**config.mk**
```make
export PLATFORM = sky130hd
export DESIGN_NAME = cec_mailbox
export DESIGN_NICKNAME = d
export VERILOG_FILES = /design/src/rtl/cec_mbx_pkg.sv /design/src/rtl/cec_mbx_ctrl.sv /design/src/rtl/cec_mbx_regs.sv /design/src/rtl/cec_mailbox.sv
export SDC_FILE = /design/constraint.sdc
export NUM_CORES = 1
export LEC_CHECK = 0
export ABC_AREA = 0
export BUFFER_PORTS_ARGS = -buffer_cell sky130_fd_sc_hd__buf_2
export CAP_MARGIN = 10
export CORE_MARGIN = 10
export CORE_UTILIZATION = 35
export CTS_BUF_LIST = sky130_fd_sc_hd__clkbuf_4
export DETAILED_ROUTE_END_ITERATION = 10
export GPL_ROUTABILITY_DRIVEN = 0
export GPL_TIMING_DRIVEN = 0
export PLACE_DENSITY_LB_ADDON = 0.25
export SETUP_SLACK_MARGIN = 0.1
export SLEW_MARGIN = 20
export SYNTH_ARGS = -nofsm -noshare
export SYNTH_HDL_FRONTEND = slang
export SYNTH_SLANG_ARGS = --single-unit
```
**constraint.sdc**
```tcl
create_clock -name clk -period 3.75 [get_ports clk]
set_input_delay 0.5625 -clock clk [delete_from_list [all_inputs] [get_ports clk]]
set_output_delay 0.5625 -clock clk [all_outputs]
set_load 0.02 [all_outputs]
```
**src/rtl/cec_mbx_pkg.sv**
```systemverilog
package cec_mbx_pkg;
  localparam logic [7:0] ADR_VER   = 8'h00;
  localparam logic [7:0] ADR_EN    = 8'h01;
  localparam logic [7:0] ADR_GSTAT = 8'h03;
  localparam logic [7:0] ADR_CSTAT = 8'h28;
  localparam logic [7:0] ADR_LA    = 8'h29;
  localparam logic [7:0] ADR_RXOP  = 8'h2A;
  localparam logic [7:0] ADR_RXLEN = 8'h2B;
  localparam logic [7:0] ADR_RXD0  = 8'h2C;
  localparam logic [7:0] ADR_RXHDR = 8'h33;
  localparam logic [7:0] ADR_TXOP  = 8'h34;
  localparam logic [7:0] ADR_TXLEN = 8'h35;
  localparam logic [7:0] ADR_TXD0  = 8'h36;
  localparam logic [7:0] ADR_TXHDR = 8'h3D;

  localparam int DATA_WORDS = 7;
  localparam int DATA_BYTES = 2 * DATA_WORDS;
  localparam int FRAME_MAX  = DATA_BYTES + 2;

  typedef enum logic [1:0] {RES_OK = 2'd0, RES_FAIL = 2'd1, RES_NACK = 2'd2} txres_e;

  typedef struct packed {
    logic       txHdrLoad;
    logic       rxHdrLoad;
    logic       rxOpLoad;
    logic       rxDataLoad;
    logic [3:0] rxDataIdx;
    logic       rxDone;
    logic       rxErr;
    logic       rxOvf;
    logic [3:0] rxLen;
    logic       txDone;
    logic       txErr;
    logic       txNack;
  } strobe_t;
endpackage

```
**src/rtl/cec_mbx_ctrl.sv**
```systemverilog
module cec_mbx_ctrl
  import cec_mbx_pkg::*;
(
  input  logic        clk,
  input  logic        rstN,
  input  logic        regWr,
  input  logic [7:0]  regAddr,
  input  logic [3:0]  txLen,
  input  logic        rxPending,
  input  logic        txReady,
  input  logic        txDoneIn,
  input  logic [1:0]  txResult,
  input  logic        rxValid,
  input  logic        rxLast,
  input  logic        rxErrIn,
  output strobe_t     st,
  output logic [3:0]  txIdx,
  output logic        txValid,
  output logic        txLast
);
  typedef enum logic [1:0] {S_IDLE, S_SEND, S_WAIT} txstate_e;
  localparam logic [4:0] CNT_SAT = 5'(FRAME_MAX + 1);

  txstate_e   txState;
  logic [4:0] rxCnt;
  logic       rxDropping;
  logic       dropNow;
  logic [4:0] rxTotal;

  assign txValid = (txState == S_SEND);
  assign txLast  = (txIdx == txLen);
  assign dropNow = (rxCnt == 5'd0) ? rxPending : rxDropping;
  assign rxTotal = rxCnt + 5'd1;

  always_comb begin
    st = '0;
    st.txHdrLoad = regWr && (regAddr == ADR_TXHDR) && (txState == S_IDLE);
    if (txState == S_WAIT && txDoneIn) begin
      st.txDone = 1'b1;
      st.txErr  = (txResult != RES_OK);
      st.txNack = (txResult == RES_NACK);
    end
    st.rxDataIdx = 4'(rxCnt - 5'd2);
    if (rxValid && !dropNow) begin
      st.rxHdrLoad  = (rxCnt == 5'd0);
      st.rxOpLoad   = (rxCnt == 5'd1);
      st.rxDataLoad = (rxCnt >= 5'd2) && (rxCnt < 5'(FRAME_MAX));
    end
    if (rxValid && rxLast) begin
      if (dropNow) begin
        st.rxOvf = 1'b1;
      end else begin
        st.rxDone = 1'b1;
        st.rxErr  = rxErrIn;
        st.rxOvf  = (rxTotal > 5'(FRAME_MAX));
        st.rxLen  = (rxTotal > 5'(FRAME_MAX)) ? 4'hF : 4'(rxTotal - 5'd1);
      end
    end
  end

  always_ff @(posedge clk) begin
    if (!rstN) begin
      txState <= S_IDLE;
      txIdx   <= '0;
    end else begin
      case (txState)
        S_IDLE: if (st.txHdrLoad) begin
          txState <= S_SEND;
          txIdx   <= '0;
        end
        S_SEND: if (txReady) begin
          if (txLast) txState <= S_WAIT;
          else        txIdx   <= txIdx + 4'd1;
        end
        S_WAIT: if (txDoneIn) txState <= S_IDLE;
        default: txState <= S_IDLE;
      endcase
    end
  end

  always_ff @(posedge clk) begin
    if (!rstN) begin
      rxCnt      <= '0;
      rxDropping <= 1'b0;
    end else if (rxValid) begin
      if (rxLast) begin
        rxCnt      <= '0;
        rxDropping <= 1'b0;
      end else begin
        rxCnt <= (rxCnt == CNT_SAT) ? CNT_SAT : rxCnt + 5'd1;
        if (rxCnt == 5'd0) rxDropping <= rxPending;
      end
    end
  end
endmodule

```
**src/rtl/cec_mbx_regs.sv**
```systemverilog
module cec_mbx_regs
  import cec_mbx_pkg::*;
#(
  parameter logic [15:0] VERSION = 16'h0F0B
) (
  input  logic        clk,
  input  logic        rstN,
  input  logic        regWr,
  input  logic [7:0]  regAddr,
  input  logic [15:0] regWrData,
  input  logic        irEvent,
  input  strobe_t     st,
  input  logic [3:0]  txIdx,
  input  logic [7:0]  rxByte,
  output logic [15:0] regRdData,
  output logic [7:0]  txByte,
  output logic [3:0]  txLen,
  output logic        rxPending,
  output logic        irqOut,
  output logic [1:0]  enableBits,
  output logic [1:0]  globalStat,
  output logic [5:0]  cecStat
);
  logic [7:0] txHdr, txOp, rxHdr, rxOp;
  logic [3:0] rxLenR, laReg;
  logic [7:0] txBytes [DATA_BYTES];
  logic [7:0] rxBytes [DATA_BYTES];
  logic [5:0] cSet, cClr;
  logic [1:0] gSet, gClr;

  assign cSet = {st.rxOvf, st.txNack, st.txErr, st.txDone, st.rxErr, st.rxDone};
  assign cClr = (regWr && regAddr == ADR_CSTAT) ? regWrData[5:0] : 6'd0;
  assign gSet = {irEvent & enableBits[1], (|cSet) & enableBits[0]};
  assign gClr = (regWr && regAddr == ADR_GSTAT) ? regWrData[13:12] : 2'd0;

  assign rxPending = cecStat[0];
  assign irqOut    = |globalStat;

  always_ff @(posedge clk) begin
    if (!rstN) begin
      enableBits <= '0;
      globalStat <= '0;
      cecStat    <= '0;
      laReg      <= 4'hF;
      txHdr      <= '0;
      txOp       <= '0;
      txLen      <= '0;
      rxHdr      <= '0;
      rxOp       <= '0;
      rxLenR     <= '0;
      for (int i = 0; i < DATA_BYTES; i++) begin
        txBytes[i] <= '0;
        rxBytes[i] <= '0;
      end
    end else begin
      cecStat    <= (cecStat & ~cClr) | cSet;
      globalStat <= (globalStat & ~gClr) | gSet;
      if (regWr) begin
        if (regAddr == ADR_EN)    enableBits <= regWrData[13:12];
        if (regAddr == ADR_LA)    laReg      <= regWrData[3:0];
        if (regAddr == ADR_TXOP)  txOp       <= regWrData[7:0];
        if (regAddr == ADR_TXLEN) txLen      <= regWrData[3:0];
        for (int w = 0; w < DATA_WORDS; w++) begin
          if (regAddr == ADR_TXD0 + 8'(w)) begin
            txBytes[2*w]   <= regWrData[7:0];
            txBytes[2*w+1] <= regWrData[15:8];
          end
        end
      end
      if (st.txHdrLoad)  txHdr <= regWrData[7:0];
      if (st.rxHdrLoad)  rxHdr <= rxByte;
      if (st.rxOpLoad)   rxOp  <= rxByte;
      if (st.rxDataLoad) rxBytes[st.rxDataIdx] <= rxByte;
      if (st.rxDone)     rxLenR <= st.rxLen;
    end
  end

  always_comb begin
    if (txIdx == 4'd0)      txByte = txHdr;
    else if (txIdx == 4'd1) txByte = txOp;
    else                    txByte = txBytes[txIdx - 4'd2];
  end

  always_comb begin
    regRdData = '0;
    case (regAddr)
      ADR_VER:   regRdData = VERSION;
      ADR_EN:    regRdData = {2'b00, enableBits, 12'h000};
      ADR_GSTAT: regRdData = {2'b00, globalStat, 12'h000};
      ADR_CSTAT: regRdData = {10'd0, cecStat};
      ADR_LA:    regRdData = {12'd0, laReg};
      ADR_RXOP:  regRdData = {8'd0, rxOp};
      ADR_RXLEN: regRdData = {12'd0, rxLenR};
      ADR_RXHDR: regRdData = {8'd0, rxHdr};
      ADR_TXOP:  regRdData = {8'd0, txOp};
      ADR_TXLEN: regRdData = {12'd0, txLen};
      ADR_TXHDR: regRdData = {8'd0, txHdr};
      default: begin
        for (int w = 0; w < DATA_WORDS; w++) begin
          if (regAddr == ADR_RXD0 + 8'(w)) regRdData = {rxBytes[2*w+1], rxBytes[2*w]};
          if (regAddr == ADR_TXD0 + 8'(w)) regRdData = {txBytes[2*w+1], txBytes[2*w]};
        end
      end
    endcase
  end
endmodule

```
**src/rtl/cec_mailbox.sv**
```systemverilog
module cec_mailbox
  import cec_mbx_pkg::*;
#(
  parameter logic [15:0] VERSION = 16'h0F0B
) (
  input  logic        clk,
  input  logic        rstN,
  input  logic        regWr,
  input  logic [7:0]  regAddr,
  input  logic [15:0] regWrData,
  output logic [15:0] regRdData,
  output logic        irqOut,
  input  logic        irEvent,
  output logic        txValid,
  output logic [7:0]  txByte,
  output logic        txLast,
  input  logic        txReady,
  input  logic        txDone,
  input  logic [1:0]  txResult,
  input  logic        rxValid,
  input  logic [7:0]  rxByte,
  input  logic        rxLast,
  input  logic        rxErr
);
  strobe_t    st;
  logic [3:0] txIdx, txLen;
  logic       rxPending;
  logic [1:0] enableBits, globalStat;
  logic [5:0] cecStat;

  cec_mbx_ctrl uCtrl (
    .clk(clk), .rstN(rstN), .regWr(regWr), .regAddr(regAddr),
    .txLen(txLen), .rxPending(rxPending), .txReady(txReady),
    .txDoneIn(txDone), .txResult(txResult), .rxValid(rxValid),
    .rxLast(rxLast), .rxErrIn(rxErr), .st(st), .txIdx(txIdx),
    .txValid(txValid), .txLast(txLast)
  );

  cec_mbx_regs #(.VERSION(VERSION)) uRegs (
    .clk(clk), .rstN(rstN), .regWr(regWr), .regAddr(regAddr),
    .regWrData(regWrData), .irEvent(irEvent), .st(st), .txIdx(txIdx),
    .rxByte(rxByte), .regRdData(regRdData), .txByte(txByte),
    .txLen(txLen), .rxPending(rxPending), .irqOut(irqOut),
    .enableBits(enableBits), .globalStat(globalStat), .cecStat(cecStat)
  );
endmodule

```
Yosys cells after proc, flatten, opt, wreduce, memory -nomap -nowiden
Memories as Yosys holds them, arrays and structs flattened.
Index checks and enable logic that the tools add are counted.
- register bits after elaboration: 66
- RAM bits: 224
- output and inout bits: 27
- memories kept: 2
- $add $sub $neg: 5
- magnitude comparators: 3
- equal/unequal tests: 36
- muxes and demuxes: 88
- bitwise gates (word level): 22
- reductions and logical operators: 24
- memories (memory ; depth ; width ; rd ports ; clocked after Yosys merged registers in ; wr ports ; line ; source):
    uRegs.rxBytes ; 14 ; 8 ; 14 ; 0 ; 14 ; cec_mbx_regs.sv:27 ; logic [7:0] rxBytes [DATA_BYTES];
    uRegs.txBytes ; 14 ; 8 ; 15 ; 0 ; 14 ; cec_mbx_regs.sv:26 ; logic [7:0] txBytes [DATA_BYTES];
- operator list (operator ; count):
    16-bit two-way mux ; 14
    8-bit by 6-bit == test with 1-bit output (second input constant) ; 22
    16-bit case mux with 11 select lines ; 1
    8-bit two-way mux ; 17
    1-bit two-way mux ; 36
    4-bit two-way mux ; 6
    1-bit bitwise OR ; 14
    2-bit two-way mux ; 6
    5-bit two-way mux ; 2
    8-bit by 1-bit == test with 1-bit output (second input constant) ; 1
    8-bit by 2-bit == test with 1-bit output (second input constant) ; 1
    1-bit logical AND ; 8
    8-bit logical NOT ; 1
    4-bit case mux with 2 select lines ; 1
    2-bit AND reduction ; 4
    4-bit AND reduction ; 2
    8-bit OR reduction ; 1
    4-bit by 2-bit subtractor with 4-bit output (second input constant) ; 2
    7-bit two-way mux ; 1
    6-bit bitwise AND ; 1
    3-bit two-way mux ; 2
    6-bit two-way mux ; 1
    2-bit != test (second input constant) ; 3
    6-bit NOT ; 1
    26 further kinds ; 30

Depth between registers and ports, before layout
- depth in word-level cells: 16
- mapped depth: 10
- gate-level depth less buffers: 8

Hierarchy
From an unflattened synthesis, not the netlist that was laid out.
- cell total of the unflattened synthesis: 1430
- area, all modules: 15339.7 sq um
- modules (own cells, without submodules) (module ; times used ; cells an instance ; area an instance (sq um) ; seq. area each (sq um)):
    cec_mbx_regs ; 1 ; 1302 ; 14338.8 ; 7807.5
    cec_mbx_ctrl ; 1 ; 128 ; 1001.0 ; 240.2

Least setup slack after synthesis
No wires, ideal clock.
- path kind: register -> output
- start: register uCtrl.txIdx[1]
- end: output txByte[0]
- data arrival time: 3.023 ns
- data required time: 3.188 ns
- path slack: 0.165 ns
- stages on the path, launching flop included: 10
- path buffers: 3
- cell sequence: dfxtp_1 buf_2 buf_2 buf_1 inv_1 ha_1 xor2_1 mux4_1 nor2_1 nor2_1
- longest elaborated chain between the ends: 4
- elaborated cells between the ends (all ways): 6
- ends and longest elaborated chain (what ; line ; source):
    start, declared ; cec_mbx_ctrl.sv:17 ; output logic [3:0] txIdx,
    start signal, assigned ; cec_mbx_ctrl.sv:73 ; else txIdx <= txIdx + 4'd1;
    4-bit by 2-bit subtractor with 4-bit output ; cec_mbx_regs.sv:81 ; else txByte = txBytes[txIdx - 4'd2];
    memory read 14 x 8 bit ; n/a ;
    8-bit two-way mux ; cec_mbx_regs.sv:80 ; else if (txIdx == 4'd1) txByte = txOp;
    8-bit two-way mux * ; cec_mbx_regs.sv:79 ; if (txIdx == 4'd0) txByte = txHdr;
    end, declared ; cec_mailbox.sv:15 ; output logic [7:0] txByte,
Mark *: on every way between the ends. The rest lies on a longest branch, timed or not.

Worst setup path after layout
- start: input regAddr[1]
- end: output regRdData[10]
- longest elaborated chain between the ends: 16
- elaborated cells between the ends (all ways): 40
- ends and longest elaborated chain (what ; line ; source):
    start, declared ; cec_mailbox.sv:9 ; input logic [7:0] regAddr,
    8-bit by 6-bit == test with 1-bit output ; cec_mbx_regs.sv:100 ; if (regAddr == ADR_RXD0 + 8'(w)) regRdData = {rxBytes[2*w+1], rxBytes[2*w]};
    16-bit two-way mux ; cec_mbx_regs.sv:100 ;
    16-bit two-way mux ; cec_mbx_regs.sv:101 ; if (regAddr == ADR_TXD0 + 8'(w)) regRdData = {txBytes[2*w+1], txBytes[2*w]};
    16-bit two-way mux ; cec_mbx_regs.sv:100 ;
    16-bit two-way mux ; cec_mbx_regs.sv:101 ;
    16-bit two-way mux ; cec_mbx_regs.sv:100 ;
    16-bit two-way mux ; cec_mbx_regs.sv:101 ;
    16-bit two-way mux ; cec_mbx_regs.sv:100 ;
    16-bit two-way mux ; cec_mbx_regs.sv:101 ;
    16-bit two-way mux ; cec_mbx_regs.sv:100 ;
    16-bit two-way mux ; cec_mbx_regs.sv:101 ;
    16-bit two-way mux ; cec_mbx_regs.sv:100 ;
    16-bit two-way mux ; cec_mbx_regs.sv:101 ;
    16-bit two-way mux ; cec_mbx_regs.sv:100 ;
    16-bit two-way mux ; cec_mbx_regs.sv:101 ;
    16-bit case mux with 11 select lines * ; cec_mbx_regs.sv:86 ; case (regAddr)
    end, declared ; cec_mailbox.sv:11 ; output logic [15:0] regRdData,
Marked as above.

==> metrics.md <==
| Metric | Value |
|---|---|
| Status | `finished clean` |
| Mapped Avg Cell Area | `~11 um2` |
| Post-Synth Adder-Cell Area | `1.047%` |
| Final Max Slew Viols | `0` |
| CTS Sinks | `290` |
| Critical-path top delay cell | `nor2_1` |
| Skew-Pair Late Insertion Delay | `about 0.76 ns` |
| Cts hold-fix bufs | `0` |
| Total core area | `44030 um2` |
| Period utilisation layout | `99.96%` |
| Netlist cell types | `84` |
| CP most frequent cell | `buf_2` |
| Met1 Wirelength | `25890 um` |
| Area of the multi-input gates | `around 7000 um2` |
| Leak | `6.995 nW` |
| Most common cell after layout, fill and taps aside | `edfxtp_1` |
| FF/Latch Area | `8053 um2` |
| Grt total ovfl | `0` |
| Period minus WS final | `roughly 3.7 ns` |
| Max Clock Freq | `266.8 MHz` |
| Post-synthesis compound-gate area fraction | `13.90%` |
| Yosys Warn Count | `0` |
| Tot GR Track Use | `24.61%` |
| Number of synthesized register bits | `290` |
| Met2 routed WL | `~29000 um` |
| DP Worst Slack | `-0.5655 ns` |
| Final core utilization | `40.99%` |
| Rel. slew slack | `18.37%` |
| Drt first pass iters | `8` |
| Die height | `230.7 um` |
| Critical Path Stages | `8` |
| Crit path max fanout | `10` |
| DR DRC count | `0` |
| Starting Density | `35.28%` |
| Logic pwr share | `roughly 8.7%` |
| Mux cell area share after synthesis | `8.972%` |
| Die X-Extent | `230.7 um` |
| FP Rows | `77` |
| Count of flip-flops with a built-in enable after synthesis | `roughly 220` |
| CP Buf/Inv Count | `3` |
| Layout cells sized above 1 | `22.34%` |
| Clk buf depth | `3` |
| Highest Signal Layer | `met5` |
| Most frequent cells in the layout | `edfxtp_1 (224), nor2_1 (164), and3_1 (127), clkbuf_4 (122), nand2_1 (103)` |
| Vias/cell | `6.263` |
| Number of global-route vias before repair | `13380` |
| Min-Delay Path Class | `primary input to flip-flop` |
| Maximum VDD drop | `0.2482 mV` |
| CP endpoint kind | `output pin` |
| Synth async-reset ratio | `0%` |
| DRT iter0 DRCs | `2291` |
| Final-report setup violation count | `0` |
| Root Driver | `clkbuf_4` |
| Routed WL | `67610 um` |
| Num ports | `70` |
| Final Skew | `0.04556 ns` |
| Post-Syn Nets | `1508` |
| Seq pwr share | `49.5%` |
| Largest net degree at the start of global routing | `17` |
| Routed Antenna Nets | `0` |
| WHS | `between 0.08 and 0.09 ns` |
| Final WS setup | `about 0.0015 ns` |
| First-pass GRT wire length | `roughly 95000 um` |
| H-tree Lvls | `3` |
| Simple-gate share of the synthesized area | `about 20%` |
| Worst Path Arrival | `3.19 ns` |
| Delay-heaviest family, CP | `simple AND/OR/NAND/NOR gates` |
| Nets | `1663` |
| CTS tree | `done` |
| Crit Path Category | `primary input to output pin` |
| Clk pwr share | `a little over two fifths` |
| Vias | `14130` |
| Main combinational cell family by area after synthesis | `simple AND/OR/NAND/NOR gates` |
| CP peak stage delay | `between 0.9 and 1 ns` |
| Worst-path clk slew | `0.06 ns` |
| Internal | `0.005565 W` |
| Layout overhead on the synthesized area | `16.17%` |
| Cell area after synthesis | `15530 um2` |
| Filler instances | `4339` |
| Initial antenna violation count | `5` |
| Avg WL per Cell | `29.97 um` |
| Final number of hold-violating endpoints | `0` |
| Number of buffers added on ports | `69` |
| Worst-Margin Slew | `approximately 1.2 ns` |
| XOR/XNOR Fraction of Synth Area | `0.6765%` |
| Final Power | `between 0.007 and 0.008 W` |
| Cell area after layout | `18050 um2` |
| DP Area | `16640 um2` |
| Sequential-to-total area share from yosys stat | `51.80%` |
| Max-Cap Viols | `0` |
| Worst path cell trace | `buf_2 -> buf_2 -> nor2_1 -> nand2_1 -> nor2_1 -> o21a_1 -> a21oi_1 -> buf_2` |
| Switch share | `between 20% and 30%` |
| Post-synth top flop | `edfxtp_1` |
| Switching pwr | `approximately 0.002 W` |
| Post-synthesis instance total | `1452` |
| P per Cell Area | `418.0 nW/um2` |
| Critical Path Start Type | `primary input` |
| RSZ-0062 raised after global routing | `true` |
| Metal3 WL | `7974 um` |
| TritonCTS Buffers | `79` |
| Hold Path Depth | `3` |
| Worst reg2reg path depth | `9` |
| Worst EP required | `roughly 3.2 ns` |
| Detailed placer's ending HPWL | `50700 um` |
| Die area | `53210 um2` |
-- power by group through the flow --
stage / combinational (W) / clock, W / sequential, W
after floorplan: 0.000351 / 0 / 0.00369
after global placement: 0.000603 / 0 / 0.00379
after detailed placement: 0.000611 / 0 / 0.00379
after CTS: 0.000620 / 0.00320 / 0.00372
after global routing: 0.000677 / 0.00336 / 0.00373
final: 0.000657 / 0.00315 / 0.00373
-- area by class of cell --
class | count | area share (%)
antenna | 3 | 0.04160
buffer | 120 | 3.536
clock buffer | 119 | 4.950
clock inverter | 16 | 1.068
inverter | 26 | 0.5616
multi-input combinational | 1014 | 38.79
sequential | 290 | 44.62
tap | 592 | 4.104
timing repair buffer | 76 | 2.329
-- synthesized netlist by cell type, drive strengths merged (6+ instances only) --
library cell / instances / area (um2)
o211ai: 10 / 75.07
a22oi: 22 / 165.2
nand4: 6 / 37.54
and3: 127 / 794.5
ha: 13 / 162.7
xor2: 8 / 70.07
inv: 25 / 93.84
dfxtp: 66 / 1321
a32oi: 6 / 52.55
edfxtp: 224 / 6726
a21oi: 48 / 247.7
nand2b: 10 / 62.56
nor2: 168 / 646.9
clkbuf: 75 / 281.5
mux2i: 44 / 440.4
o31ai: 6 / 45.04
nor2b: 51 / 321.6
nor3: 26 / 150.2
a221oi: 16 / 140.1
nand3b: 7 / 52.55
buf: 47 / 232.7
mux2: 18 / 202.7
a2111oi: 6 / 58.80
a21bo: 14 / 140.1
a21boi: 14 / 105.1
o21ai: 49 / 245.2
nand3: 60 / 300.3
mux4: 33 / 750.7
o22ai: 22 / 137.6
nand2: 104 / 390.4
a31oi: 9 / 56.30
and2: 10 / 62.56
-- stage by stage --
| step | cells | setup TNS (ns) |
|---|---|---|
| 6_report | 2256 | 0 |
| 5_1_grt | 2254 | 0 |
| 4_1_cts | 2254 | 0 |
| 3_5_place_dp | 2114 | -8.902 |
| 3_3_place_gp | 2113 | -19.64 |
| 2_1_floorplan | 1452 | 0 |
-- what timing repair did --
action / 4_1_cts / 5_1_grt
buffers inserted: 5 / 1
endpoints found under the setup margin: 24 / 23
resized for setup: 56 / 50
pin swaps: 2 / 3
-- layer usage --
layer	up-vias	global-route usage (%)
met2	1075	36.27
li1	5843	-
met1	6912	30.97
met5	-	0
met3	298	7.837
met4	2	15.19
-- registers in the layout (all words and copies together) (netlist names) --
signal and flops:
uCtrl.rxCnt 5, uCtrl.rxDropping 1, uCtrl.txIdx 4, uCtrl.txState 2, uRegs.cecStat 6, uRegs.enableBits 2, uRegs.globalStat 2, uRegs.laReg 4
uRegs.rxBytes 112, uRegs.rxHdr 8, uRegs.rxLenR 4, uRegs.rxOp 8, uRegs.txBytes 112, uRegs.txHdr 8, uRegs.txLen 4, uRegs.txOp 8
-- cells by family after synthesis --
logic type / after synthesis
compound gates: 298
mux: 95
fa+ha+maj: 13
xor+xnor: 12
flops: 290
simple gates: 596
buf+inv: 148
-- worst register-to-register path, delay by kind of cell, from the launching register on --
kind	cells	cell delay (ns)
AO/OA/AOI/OAI	2	0.62
AND/OR/NAND/NOR	3	0.94
flip-flops	1	0.40
buffers and inverters	3	0.81
adder cells (fa/ha/maj)	1	0.24
-- path summary, 6_finish.rpt --
| kind | from | end | slack, ns |
|---|---|---|---|
| worst min register to register | uRegs.cecStat[2] | uRegs.cecStat[2] | 0.48 |
| worst min-delay path | irEvent | uRegs.globalStat[1] | 0.08 |
| worst max register to register | uCtrl.rxCnt[0] | uRegs.rxBytes[7][2] | 0.40 |
| worst max-delay path | regAddr[1] | regRdData[10] | 0.001 |
Note: power is estimated with default switching activity, not from simulation.
